## src/rtl/alu24_pkg.sv

```systemverilog
package alu24_pkg;

  typedef enum logic [3:0] {
    OP_ADD   = 4'd0,
    OP_ADDC  = 4'd1,
    OP_SUB   = 4'd2,
    OP_SUBC  = 4'd3,
    OP_CMP   = 4'd4,
    OP_AND   = 4'd5,
    OP_OR    = 4'd6,
    OP_XOR   = 4'd7,
    OP_NOT   = 4'd8,
    OP_ASR   = 4'd9,
    OP_LSR   = 4'd10,
    OP_ROR   = 4'd11,
    OP_ROL   = 4'd12,
    OP_ADDNF = 4'd13
  } alu_op_e;

  typedef struct packed {
    logic vx;
    logic cx;
    logic nx;
    logic zx;
    logic v;
    logic c;
    logic n;
    logic z;
  } flag_word_t;

  // Signed overflow of a + b_eff, judged from the sign bits alone.
  function automatic logic sign_overflow(input logic a_msb, input logic b_msb,
                                         input logic s_msb);
    return (a_msb == b_msb) && (s_msb != a_msb);
  endfunction

  function automatic logic is_arith_op(input logic [3:0] op);
    return (op == OP_ADD) || (op == OP_ADDC) || (op == OP_SUB) ||
           (op == OP_SUBC) || (op == OP_CMP);
  endfunction

  function automatic logic is_sub_op(input logic [3:0] op);
    return (op == OP_SUB) || (op == OP_SUBC) || (op == OP_CMP);
  endfunction

  function automatic logic is_logic_op(input logic [3:0] op);
    return (op >= OP_AND) && (op <= OP_NOT);
  endfunction

  function automatic logic is_shift_op(input logic [3:0] op);
    return (op >= OP_ASR) && (op <= OP_ROL);
  endfunction

endpackage

```

## src/rtl/alu24_addsub.sv

```systemverilog
module alu24_addsub #(
  parameter int DATA_W   = 24,
  parameter int NARROW_W = 16
) (
  input  logic [DATA_W-1:0] a,
  input  logic [DATA_W-1:0] b,
  input  logic              sub,
  input  logic              cin,
  output logic [DATA_W-1:0] sum,
  output logic              c_lo,
  output logic              c_hi,
  output logic              v_lo,
  output logic              v_hi
);
  import alu24_pkg::*;

  logic [DATA_W-1:0] b_eff;
  logic              c_inj;
  logic [NARROW_W:0] lo_sum;
  logic [DATA_W:0]   full_sum;

  // Subtract as a + ~b + ~borrow; carry becomes not-borrow.
  assign b_eff    = sub ? ~b : b;
  assign c_inj    = sub ? ~cin : cin;
  assign lo_sum   = {1'b0, a[NARROW_W-1:0]} + {1'b0, b_eff[NARROW_W-1:0]} +
                    {{NARROW_W{1'b0}}, c_inj};
  assign full_sum = {1'b0, a} + {1'b0, b_eff} + {{DATA_W{1'b0}}, c_inj};
  assign sum      = full_sum[DATA_W-1:0];

  assign c_lo = sub ? ~lo_sum[NARROW_W] : lo_sum[NARROW_W];
  assign c_hi = sub ? ~full_sum[DATA_W] : full_sum[DATA_W];
  assign v_lo = sign_overflow(a[NARROW_W-1], b_eff[NARROW_W-1], sum[NARROW_W-1]);
  assign v_hi = sign_overflow(a[DATA_W-1], b_eff[DATA_W-1], sum[DATA_W-1]);

  always_comb begin

    lo_carry_wrap_chk: assert (sub || cin ||
                               (c_lo == (sum[NARROW_W-1:0] < a[NARROW_W-1:0])));

    lo_borrow_order_chk: assert (!sub || cin ||
                                 (c_lo == (a[NARROW_W-1:0] < b[NARROW_W-1:0])));
  end

endmodule

```

## src/rtl/alu24_logic.sv

```systemverilog
module alu24_logic #(
  parameter int NARROW_W = 16
) (
  input  logic [3:0]          op,
  input  logic [NARROW_W-1:0] a,
  input  logic [NARROW_W-1:0] b,
  output logic [NARROW_W-1:0] y
);
  import alu24_pkg::*;

  always_comb begin
    unique case (op)
      OP_AND:  y = a & b;
      OP_OR:   y = a | b;
      OP_XOR:  y = a ^ b;
      OP_NOT:  y = ~a;
      default: y = a;
    endcase
  end

  always_comb begin

    not_involution_chk: assert (op != OP_NOT || ((y ^ a) == {NARROW_W{1'b1}}));
  end

endmodule

```

## src/rtl/alu24_shift.sv

```systemverilog
module alu24_shift #(
  parameter int NARROW_W = 16
) (
  input  logic [3:0]          op,
  input  logic [NARROW_W-1:0] a,
  input  logic                cin,
  output logic [NARROW_W-1:0] y,
  output logic                cout
);
  import alu24_pkg::*;

  logic is_left;
  logic fill_bit;

  assign is_left = (op == OP_ROL);

  always_comb begin
    unique case (op)
      OP_ASR:  fill_bit = a[NARROW_W-1];
      OP_LSR:  fill_bit = 1'b0;
      default: fill_bit = cin;
    endcase
  end

  always_comb begin
    if (is_left) begin
      y    = {a[NARROW_W-2:0], fill_bit};
      cout = a[NARROW_W-1];
    end else begin
      y    = {fill_bit, a[NARROW_W-1:1]};
      cout = a[0];
    end
  end

  always_comb begin

    rotate_keeps_ones_chk: assert (!(op == OP_ROR || op == OP_ROL) ||
                                   ($countones({y, cout}) == $countones({a, cin})));

    asr_sign_keep_chk: assert (op != OP_ASR || (y[NARROW_W-1] == a[NARROW_W-1]));
  end

endmodule

```

## src/rtl/alu24_dual_flag.sv

```systemverilog
module alu24_dual_flag #(
  parameter int DATA_W   = 24,
  parameter int NARROW_W = 16,
  parameter int IMM_W    = 8
) (
  input  logic [DATA_W-1:0] dst_val,
  input  logic [DATA_W-1:0] src_val,
  input  logic [3:0]        op_sel,
  input  logic [7:0]        flags_in,
  output logic [DATA_W-1:0] result,
  output logic [7:0]        flags_out,
  output logic              result_we
);
  import alu24_pkg::*;

  localparam int UPPER_W = DATA_W - NARROW_W;
  localparam int EXT_W   = DATA_W - IMM_W;

  flag_word_t fin;
  flag_word_t fout;

  logic op_arith, op_sub, op_logic, op_shift, op_addnf, op_carry;

  logic [DATA_W-1:0]   as_b;
  logic [DATA_W-1:0]   as_sum;
  logic                as_c_lo, as_c_hi, as_v_lo, as_v_hi;
  logic [NARROW_W-1:0] lg_y;
  logic [NARROW_W-1:0] sh_y;
  logic                sh_cout;
  logic                res_n_lo, res_z_lo, res_n_hi, res_z_hi;

  assign fin       = flag_word_t'(flags_in);
  assign flags_out = fout;

  assign op_arith = is_arith_op(op_sel);
  assign op_sub   = is_sub_op(op_sel);
  assign op_logic = is_logic_op(op_sel);
  assign op_shift = is_shift_op(op_sel);
  assign op_addnf = (op_sel == OP_ADDNF);
  assign op_carry = (op_sel == OP_ADDC) || (op_sel == OP_SUBC);

  assign as_b = op_addnf ? {{EXT_W{src_val[IMM_W-1]}}, src_val[IMM_W-1:0]} : src_val;

  alu24_addsub #(.DATA_W(DATA_W), .NARROW_W(NARROW_W)) u_addsub (
    .a    (dst_val),
    .b    (as_b),
    .sub  (op_sub),
    .cin  (op_carry & fin.c),
    .sum  (as_sum),
    .c_lo (as_c_lo),
    .c_hi (as_c_hi),
    .v_lo (as_v_lo),
    .v_hi (as_v_hi)
  );

  alu24_logic #(.NARROW_W(NARROW_W)) u_logic (
    .op (op_sel),
    .a  (dst_val[NARROW_W-1:0]),
    .b  (src_val[NARROW_W-1:0]),
    .y  (lg_y)
  );

  alu24_shift #(.NARROW_W(NARROW_W)) u_shift (
    .op   (op_sel),
    .a    (dst_val[NARROW_W-1:0]),
    .cin  (fin.c),
    .y    (sh_y),
    .cout (sh_cout)
  );

  always_comb begin
    if (op_arith || op_addnf)  result = as_sum;
    else if (op_logic)         result = {dst_val[DATA_W-1:NARROW_W], lg_y};
    else if (op_shift)         result = {dst_val[DATA_W-1:NARROW_W], sh_y};
    else                       result = dst_val;
  end

  assign result_we = (op_sel != OP_CMP) && (op_arith || op_logic || op_shift || op_addnf);

  assign res_n_lo = result[NARROW_W-1];
  assign res_z_lo = ~|result[NARROW_W-1:0];
  assign res_n_hi = result[DATA_W-1];
  assign res_z_hi = ~|result;

  always_comb begin
    fout = fin;
    if (op_arith) begin
      fout.vx = as_v_hi;
      fout.cx = as_c_hi;
      fout.nx = res_n_hi;
      fout.zx = res_z_hi;
      fout.v  = as_v_lo;
      fout.c  = as_c_lo;
      fout.n  = res_n_lo;
      fout.z  = res_z_lo;
    end else if (op_logic || op_shift) begin
      fout.v  = 1'b0;
      fout.c  = op_shift ? sh_cout : 1'b0;
      fout.n  = res_n_lo;
      fout.z  = res_z_lo;
    end
  end

  always_comb begin

    upper_byte_pass_chk: assert (!(op_logic || op_shift) ||
                                 (result[DATA_W-1:NARROW_W] == dst_val[DATA_W-1:NARROW_W]));

    wide_flags_hold_chk: assert (!(op_logic || op_shift) ||
                                 (flags_out[7:4] == flags_in[7:4]));

    compare_no_write_chk: assert (op_sel != OP_CMP || !result_we);

    quiet_flags_chk: assert (!(op_addnf || op_sel > OP_ADDNF) || (flags_out == flags_in));

    wide_zero_implies_narrow_chk: assert (!op_arith || !fout.zx || fout.z);

    narrow_ops_no_overflow_chk: assert (!(op_logic || op_shift) || !fout.v);

    reserved_idle_chk: assert (!(op_sel > OP_ADDNF) || (!result_we && result == dst_val));
  end

  if (UPPER_W < 1) begin : g_bad_widths
    initial $fatal(1, "DATA_W must exceed NARROW_W");
  end

endmodule

```

## config.mk

```make
export PLATFORM = sky130hd
export DESIGN_NAME = alu24_dual_flag
export DESIGN_NICKNAME = d
export VERILOG_FILES = /design/src/rtl/alu24_pkg.sv /design/src/rtl/alu24_addsub.sv /design/src/rtl/alu24_logic.sv /design/src/rtl/alu24_shift.sv /design/src/rtl/alu24_dual_flag.sv
export SDC_FILE = /design/constraint.sdc
export NUM_CORES = 1
export LEC_CHECK = 0
export ABC_CLOCK_PERIOD_IN_PS = 8050
export BUFFER_PORTS_ARGS = -buffer_cell sky130_fd_sc_hd__buf_2
export CAP_MARGIN = 10
export CORE_MARGIN = 5
export CORE_UTILIZATION = 45
export DETAILED_ROUTE_END_ITERATION = 10
export PLACE_DENSITY = 0.69
export SETUP_SLACK_MARGIN = 0.15
export SYNTH_ARGS = -nofsm -noshare
export SYNTH_HDL_FRONTEND = slang
export SYNTH_SLANG_ARGS = --single-unit
```

## constraint.sdc

```tcl
create_clock -name vclk -period 8.05
set_input_delay 1.2075 -clock vclk [all_inputs]
set_output_delay 1.2075 -clock vclk [all_outputs]
set_load 0.02 [all_outputs]
```

Yosys cells after proc, flatten, opt, wreduce, memory -nomap -nowiden --
Cells that the tools add are included.
Storage, ports and cells: input port bits 60, memory bits (read-only) 0, memories 0, logic and storage cells 72, RAM bits 0, latch bits 0, bits in registers 0
Cells by class: reduce and logical (&&, ||, !) cells 22, div/mod/pow operators 0, shifts and indexed selects 0, $add $sub $neg 4, magnitude comparators 4, equal/unequal tests 17, bitwise logic cells 9, multipliers 0, muxes and demuxes 16
Operator list (number):
- two-way mux 24 bit | 3
- one-hot mux 16 bit (4 select lines) | 1
- two-way mux 16 bit | 3
- adder 24 x 24 -> 25 bit | 1
- adder 25 x 1 -> 25 bit | 1
- inverter 24 bit | 1
- OR reduction 24 bit | 1
- equality test 4 bit (second input constant) | 5
- adder 16 x 16 -> 17 bit | 1
- adder 17 x 1 -> 17 bit | 1
- bitwise AND 16 bit | 1
- equality test 4 x 3 -> 1 bit (second input constant) | 4
- inverter 16 bit | 1
- bitwise OR 16 bit | 1
- OR reduction 16 bit | 1
- bitwise XOR 16 bit | 1
- logical OR 1 bit | 12
- two-way mux 4 bit | 3
- equality test 4 x 2 -> 1 bit (second input constant) | 2
- <= comparator 4 bit (second input constant) | 2
- logical AND 1 bit | 5
- two-way mux 1 bit | 5
- equality test 4 x 1 -> 1 bit (second input constant) | 1
- greater-or-equal comparator 4 x 3 -> 1 bit (second input constant) | 1
- 9 further kinds | 14

Logic depth before layout (Yosys ltp) --
Gate-level depths: netlist (run 1).
depth after elaboration 11, depth in mapped cells 21

Modules after synthesis --
Synthesis (run 1) repeated with hierarchy kept, for this count alone.
Unflattened totals: cell total of the unflattened synthesis 715, area total of the unflattened synthesis 5287.6 µm²
Modules (own cells, without submodules):
- alu24_addsub | seq. area each 0.0 µm², cells an instance 238, area each 1810.5 µm², times used 1
- alu24_dual_flag | seq. area each 0.0 µm², cells an instance 260, area each 1674.1 µm², times used 1
- alu24_logic | seq. area each 0.0 µm², cells an instance 189, area each 1480.2 µm², times used 1
- alu24_shift | seq. area each 0.0 µm², cells an instance 28, area each 322.8 µm², times used 1

Least setup slack after synthesis (run 1) --
OpenSTA, ideal clock, no wires.
path type input-to-output, start input port op_sel[0], end output port flags_out[4], path buffers 5, cell stages on the path 21, required time 6.843 ns, setup slack 0.502 ns, data arrival time 6.341 ns, cell sequence clkbuf_1 -> nor2_1 -> clkbuf_1 -> clkbuf_1 -> nand2_1 -> o21ai_0 -> and2_1 -> clkbuf_1 -> buf_2 -> xnor2_1 -> fa_1 -> fa_1 -> nand2b_1 -> a211o_1 -> a21oi_1 -> o21ai_0 -> a32o_1 -> or4_1 -> nor4_1 -> nand4_1 -> o31ai_2
Between the ends: longest elaborated chain between the ends 10, elaborated cells between the ends (all ways) 44, those cells by class 2 x add/sub; 4 x order compare; 12 x eq/ne; 10 x mux; 3 x bitwise; 13 x reduce/logical
Ends and longest elaborated chain:
- start, declared | line alu24_dual_flag.sv:8 | input logic [3:0] op_sel,
- equality test 4 bit, or another cell as far along | line alu24_dual_flag.sv:39 | assign op_addnf = (op_sel == OP_ADDNF);
- two-way mux 24 bit, or another cell as far along | line alu24_dual_flag.sv:42 | assign as_b = op_addnf ? {{EXT_W{src_val[IMM_W-1]}}, src_val[IMM_W-1:0]} : src_val;
- inverter 24 bit, or another cell as far along | line alu24_addsub.sv:23 | assign b_eff = sub ? ~b : b;
- two-way mux 24 bit, or another cell as far along | line alu24_addsub.sv:23
- adder 24 x 24 -> 25 bit, or another cell as far along | line alu24_addsub.sv:27 | assign full_sum = {1'b0, a} + {1'b0, b_eff} + {{DATA_W{1'b0}}, c_inj};
- adder 25 x 1 -> 25 bit or logical OR 1 bit (tied branches) | line alu24_addsub.sv:27, alu24_dual_flag.sv:72
- two-way mux 24 bit * | line alu24_dual_flag.sv:72 | if (op_arith || op_addnf) result = as_sum;
- via result[10] | line alu24_dual_flag.sv:10 | output logic [DATA_W-1:0] result,
- OR reduction 24 bit * | line alu24_dual_flag.sv:83 | assign res_z_hi = ~|result;
- logical NOT 1 bit * | line alu24_dual_flag.sv:83
- two-way mux 4 bit * | line alu24_dual_flag.sv:87 | if (op_arith) begin
- end, declared | line alu24_dual_flag.sv:11 | output logic [7:0] flags_out,
Mark *: on every way through the listed nets, which the timed path passes. The rest lies on a longest branch.

Final worst setup path (run 1) --
start input port op_sel[1], end output port flags_out[4]
Between the ends: longest elaborated chain between the ends 10, elaborated cells between the ends (all ways) 44, those cells by class 2 x add/sub; 4 x order compare; 12 x eq/ne; 10 x mux; 3 x bitwise; 13 x reduce/logical
Ends and longest elaborated chain (line):
- equality test 4 bit, or another cell as far along | alu24_dual_flag.sv:39
- two-way mux 24 bit, or another cell as far along | alu24_dual_flag.sv:42
- inverter 24 bit, or another cell as far along | alu24_addsub.sv:23
- two-way mux 24 bit, or another cell as far along | alu24_addsub.sv:23
- adder 24 x 24 -> 25 bit, or another cell as far along | alu24_addsub.sv:27
- adder 25 x 1 -> 25 bit or logical OR 1 bit (tied branches) | alu24_addsub.sv:27, alu24_dual_flag.sv:72
- two-way mux 24 bit | alu24_dual_flag.sv:72
- OR reduction 24 bit | alu24_dual_flag.sv:83
- logical NOT 1 bit | alu24_dual_flag.sv:83
- two-way mux 4 bit * | alu24_dual_flag.sv:87
Every way passes the cells marked *; elsewhere a longest branch is shown, timed or not.

==> impl_results.md, run 1 <==
- WP depth: 18
- Vias in the first global route: 4,486
- Vias/cell: 6.15
- Ports: 93
- Via count: 4,836
- Slowest CP cell: or4_1
- # port buffers: 93
- Syn_nets: 736
- Die Ht: 104 um
- CP peak stage delay: 0.54 ns
- Top post-synthesis cells by area: ha_1 (17%), xnor2_1 (7.9%), nand2_1 (7.2%), o21ai_0 (7.0%), a21oi_1 (5.6%)
- Outcome: completed
- Syn. warnings: 0
- Max FO, Critical Path: 29
- First-pass GRT wire length: 22,300 um
- # hold bufs at CTS: 0
- WL/cell: 17.5 um
- Largest family of logic cells by synthesized area: compound AO/OA/AOI/OAI gates
- CP Capture Type: primary output
- Hold wc startpoint: flags_in[5]
- DRT Wirelength: 13,800 um
- Residual DRC: 0
- DR pass1 iterations: 5
- Core area: 8680 um^2
- Slew @ Worst Pin: 1.08 ns
- Die area: 10,900 um^2
- ANT nets after route: 0
- Layout clock buffers: 0
- Slew headroom: 0.278
- Critical path required time: 6.84 ns
- Critical Path Start Type: input port
- Seq. cell area: 0 um^2
- Post-cts gate resize count: 0
- Row count: 34
- Cell taking the most area after synthesis: ha_1
- Syn_area_per_cell: 6.46 um^2
- Initial core utilization: 0.461
- Peak supply drop: 0.0000255 V
- Total track usage: 0.237
- Post-synthesis simple-gate area fraction: 0.251
- Hold depth: 4
- Fillcell total: 933
- Fin. max-slew vios: 0
- Post-CTS Setup Bufs: 0
- Fin crit period: 7.26 ns
- Final setup TNS: 0 ns
- Commonest non-fill, non-tap cell in the layout: buf_2
- Leak: 2.09 nW
- Starting DRT DRC Count: 270
- Commonest cells after routing, fill and taps aside: buf_2 (93), nand2_1 (77), o21ai_0 (56)
- Post-synthesis mux area share: 0.0128
- Arrival @ worst endpoint: 6.05 ns
- Synth Area in Adders: 0.182
- Final period utilization: 0.902
- Overflow after GRT: 0
- P&R area growth vs syn: 11.3%
- Layout cells sized above 1: 0.177
- Chip Width: 104 um
- Core Util, Final: 0.513
- Ant. Diodes: 0
- Post-Synth XOR/XNOR Area: 0.0942
- Synthesized cell area: 4000 um^2
- Power per Cell Area: 102 nW/um^2
- Total of max-cap violations: 0
- Fmax: 138 MHz
- Worst setup path class: input port to primary output
- Seq/Total Area, Yosys: 0
- Initial antenna violation count: 0
- Syn Inst Count: 619
- Largest net degree at the start of global routing: 39
- RSZ-0062 raised after global routing: no
- Final Hold Vio Count: 0
- Synth cell types: 78
- Hold Crit Class: input port to primary output
- Synth top area share: 0.172
- WHS Endpoint: flags_out[5]
- Total Nets Final: 797
- Number of sequential cells: 0
- Buffers and inverters on the worst path: 5
- Final setup vio count: 0
- Worst-path cell chain: buf_2 > inv_1 > o21ai_0 > and2_1 > buf_4 > xnor2_1 > inv_1 > fa_1 > nand2b_1 > a211o_1 > a21oi_1 > o21ai_0 > a32o_1 > or4_1 > nor4_1 > nand4_1 > o31ai_2 > buf_2
- Compound-Gate Fraction of Synth Area: 0.370
- RD Place Congestion: 0.968
- Detail Placement HPWL: 11,200 um
- CP delay by family, top: simple AND/OR/NAND/NOR gates
## worst max path at each step
stage	from	endpoint	slack (ns)
finish	op_sel[1]	flags_out[4]	0.79
global route	op_sel[1]	flags_out[4]	0.48
CTS	op_sel[1]	flags_out[4]	0.85
detailed placement	op_sel[1]	flags_out[4]	0.86
global placement	op_sel[1]	flags_out[4]	0.99
floorplan	op_sel[0]	flags_out[4]	0.50
## through the flow
stage / setup slack [ns] / instances / hold WS, ns / total power [W] / area, um^2
after global placement: 0.987 / 786 / 2.73 / 0.000442 / 4450
final: 0.791 / 786 / 2.73 / 0.000456 / 4450
after global routing: 0.476 / 786 / 2.74 / 0.000496 / 4450
after floorplan: 0.502 / 619 / 2.57 / 0.000329 / 4000
after CTS: 0.853 / 786 / 2.73 / 0.000450 / 4450
after detailed placement: 0.865 / 786 / 2.73 / 0.000448 / 4450
## Yosys cell counts, drive strengths merged, types with 6 or more instances
| cell type | instances |
|---|---|
| a21boi | 7 |
| ha | 55 |
| nor2 | 47 |
| and2 | 6 |
| xor2 | 7 |
| a211oi | 12 |
| nand3 | 15 |
| nor2b | 17 |
| a21o | 16 |
| nor3 | 22 |
| xnor2 | 36 |
| clkbuf | 26 |
| o21ai | 60 |
| o31ai | 9 |
| and3 | 6 |
| nand2 | 77 |
| buf | 15 |
| a22oi | 16 |
| inv | 41 |
| a21oi | 45 |
## cell type report
| cell class | count | area, um^2 | area share |
|---|---|---|---|
| multi-input combinational | 536 | 3640 | 0.818 |
| timing repair buffer | 100 | 518 | 0.116 |
| inverter | 42 | 158 | 0.0354 |
| tap | 108 | 135 | 0.0303 |
## metal layers
metal,part of all wire,GRT usage
met5,0,0
met4,0.0071,0.0213
met3,0.080,0.0236
met2,0.48,0.408
met1,0.44,0.331
## cell families after synthesis
| logic type | Yosys count |
|---|---|
| buffers and inverters | 83 |
| multiplexers | 5 |
| adder cells (fa/ha/maj) | 57 |
| AND/OR/NAND/NOR | 212 |
| XOR/XNOR | 43 |
| AO/OA/AOI/OAI | 219 |
## power by group
part           internal [W]  total [W]  switching (W)
Sequential                0          0              0
Combinational      0.000174   0.000456       0.000282
Clock                     0          0              0
No activity file was read; power rests on OpenSTA's default activity.
==> inputs of run 2 (changes only) <==
CORE_MARGIN = 2   (was 5)
==> run 2 against run 1 <==
Effect of this change: sequential cell count did not move; maximum frequency fell by 1.4%; cell count increased by 0.13%; first-iteration DRC count down 0.74%; count of clock-buffer cells in the layout did not move; total power grew 0.85%; final area grew 0.17%; wire length down 0.22%; worst hold slack better by 0.0063 ns; global-route usage grew 3.3 points; critical path type unchanged; largest power group unchanged.
==> impl_results.md, run 2 (same netlist as run 1, synthesis figures left out) <==
- Via count: 4,894 (was 4,836)
- CP Capture Type: primary output (unchanged)
- Die Ht: 98.3 um (was 104 um)
- P_int: 0.000174 W (about the same)
- Starting DRT DRC Count: 268 (was 270)
- Layout clock buffers: 0 (unchanged)
- Arrival @ worst endpoint: 6.15 ns (was 6.05 ns)
- Initial antenna violation count: 0 (unchanged)
- Final setup vio count: 0 (unchanged)
- Critical path required time: 6.84 ns (about the same)
- Post-CTS Setup Bufs: 0 (unchanged)
- Sequential share of power: 0 (about the same)
- ANT nets after route: 0 (unchanged)
- Max FO, Critical Path: 29 (unchanged)
- Core Util, Final: 0.514 (was 0.513)
- Core area: 8680 um^2 (unchanged)
- Outcome: completed (unchanged)
- Ports: 93 (unchanged)
- Final Hold Vio Count: 0 (unchanged)
- # port buffers: 93 (unchanged)
- Fillcell total: 944 (was 933)
- Overflow after GRT: 0 (unchanged)
- Total track usage: 0.270 (was 0.237)
- DRT Wirelength: 13,700 um (was 13,800 um)
- Initial core utilization: 0.461 (unchanged)
- Peak supply drop: 0.0000254 V (was 0.0000255 V)
- Residual DRC: 0 (unchanged)
- Vias/cell: 6.22 (was 6.15)
- Hold Crit Class: input port to primary output (unchanged)
- Chip Width: 98.3 um (was 104 um)
- Row count: 34 (unchanged)
- Commonest non-fill, non-tap cell in the layout: buf_2 (unchanged)
- Seq. cell area: 0 um^2 (unchanged)
- Sw Pwr: 0.000285 W (was 0.000282 W)
- Switching part of the total power: 0.621 (was 0.619)
- Fmax: 136 MHz (was 138 MHz)
- Worst setup path class: input port to primary output (unchanged)
- Hold depth: 4 (unchanged)
- Leak: 2.10 nW (was 2.09 nW)
- Total Nets Final: 798 (was 797)
- Post-Layout Inst Area: 4460 um^2 (was 4450 um^2)
- Die area: 9660 um^2 (was 10,900 um^2)
- Vias in the first global route: 4,417 (was 4,486)
- Post-cts gate resize count: 0 (unchanged)
- Hold wc startpoint: flags_in[5] (unchanged)
- Commonest cells after routing, fill and taps aside: buf_2 (93), nand2_1 (77), o21ai_0 (56) (unchanged)
- WHS Endpoint: flags_out[5] (unchanged)
- Fin crit period: 7.36 ns (was 7.26 ns)
- Non-filler instance count after layout: 787 (was 786)
- CP peak stage delay: 0.53 ns (was 0.54 ns)
- Slew headroom: 0.251 (was 0.278)
- Hold WS: 2.74 ns (was 2.73 ns)
- Dpl cells: 787 (was 786)
- Number of sequential cells: 0 (unchanged)
- Ant. Diodes: 0 (unchanged)
- Slowest CP cell: or4_1 (unchanged)
- Final setup TNS: 0 ns (unchanged)
- P&R area growth vs syn: 11.5% (was 11.3%)
- Placed Area: 4460 um^2 (was 4450 um^2)
- WL/cell: 17.5 um (about the same)
- Multi-input gate area: 3640 um^2 (unchanged)
- Final period utilization: 0.914 (was 0.902)
- # hold bufs at CTS: 0 (unchanged)
- RSZ-0062 raised after global routing: no (unchanged)
- RD Place Congestion: 0.980 (was 0.968)
- Largest net degree at the start of global routing: 47 (was 39)
- Worst-path cell chain: buf_2 > inv_1 > o21ai_0 > and2_1 > buf_4 > xnor2_1 > inv_1 > fa_1 > nand2b_1 > a211o_1 > a21oi_1 > o21ai_0 > a32o_1 > or4_1 > nor4_1 > nand4_1 > o31ai_2 > buf_2 (unchanged)
- Power per Cell Area: 103 nW/um^2 (was 102 nW/um^2)
- Detail Placement HPWL: 10,900 um (was 11,200 um)
- Fin. max-slew vios: 0 (unchanged)
- DR pass1 iterations: 5 (unchanged)
- Power share of the combinational group: 1.000 (about the same)
- Critical Path Start Type: input port (unchanged)
- First-pass GRT wire length: 22,100 um (was 22,300 um)
- Clock share of power: 0 (about the same)
- Slew @ Worst Pin: 1.12 ns (was 1.08 ns)
- Layout cells sized above 1: 0.178 (was 0.177)
- Total of max-cap violations: 0 (unchanged)
## run 2: changes by cell type in the layout (fill, tap and decap cells not counted)
cell / previous run / this run
buf_4: 7 / 8
## run 2: cell type report
type | count | area share
Multi-Input combinational cell | 536 | 0.817
Timing Repair Buffer | 101 | 0.118
Inverter | 42 | 0.0353
Tap cell | 108 | 0.0303
## run 2: per-stage QoR
stage	worst slack (ns)	power, W
final	0.689	0.000460
after global placement	0.960	0.000442
after detailed placement	0.778	0.000448
after global routing	0.421	0.000500
after CTS	0.774	0.000450
after floorplan	0.502	0.000329
## run 2: power by group through the flow
stage	sequential (W)	clock, W	combinational [W]
finish	0	0	0.000460
global route	0	0	0.000500
CTS	0	0	0.000450
detailed placement	0	0	0.000448
global placement	0	0	0.000442
floorplan	0	0	0.000329
## run 2: worst max-delay path: cells and delay by family
kind / cells / cell delay [ns]
AND/OR/NAND/NOR: 5 / 1.57
AO/OA/AOI/OAI: 6 / 1.44
adder cells (fa/ha/maj): 1 / 0.42
buffers and inverters: 5 / 1.27
XOR/XNOR: 1 / 0.19
## run 2: layer usage
metal / wire length (um) / vias to the layer above / global-route usage / share of wire
li1: - / 2346 / - / -
met1: 6190 / 2307 / 0.398 / 0.45
met2: 6460 / 233 / 0.454 / 0.47
met3: 997 / 8 / 0.00859 / 0.073
met4: 95 / 0 / 0.0263 / 0.0069
met5: 0 / - / 0 / 0
## run 2: worst max-delay path by stage
stage | cells after the start | from | slack (ns) | endpoint
floorplan | 21 | op_sel[0] | 0.50 | flags_out[4]
global placement | 18 | op_sel[1] | 0.96 | flags_out[4]
detailed placement | 18 | op_sel[1] | 0.78 | flags_out[4]
CTS | 18 | op_sel[1] | 0.77 | flags_out[4]
global route | 18 | op_sel[1] | 0.42 | flags_out[4]
finish | 18 | op_sel[1] | 0.69 | flags_out[4]
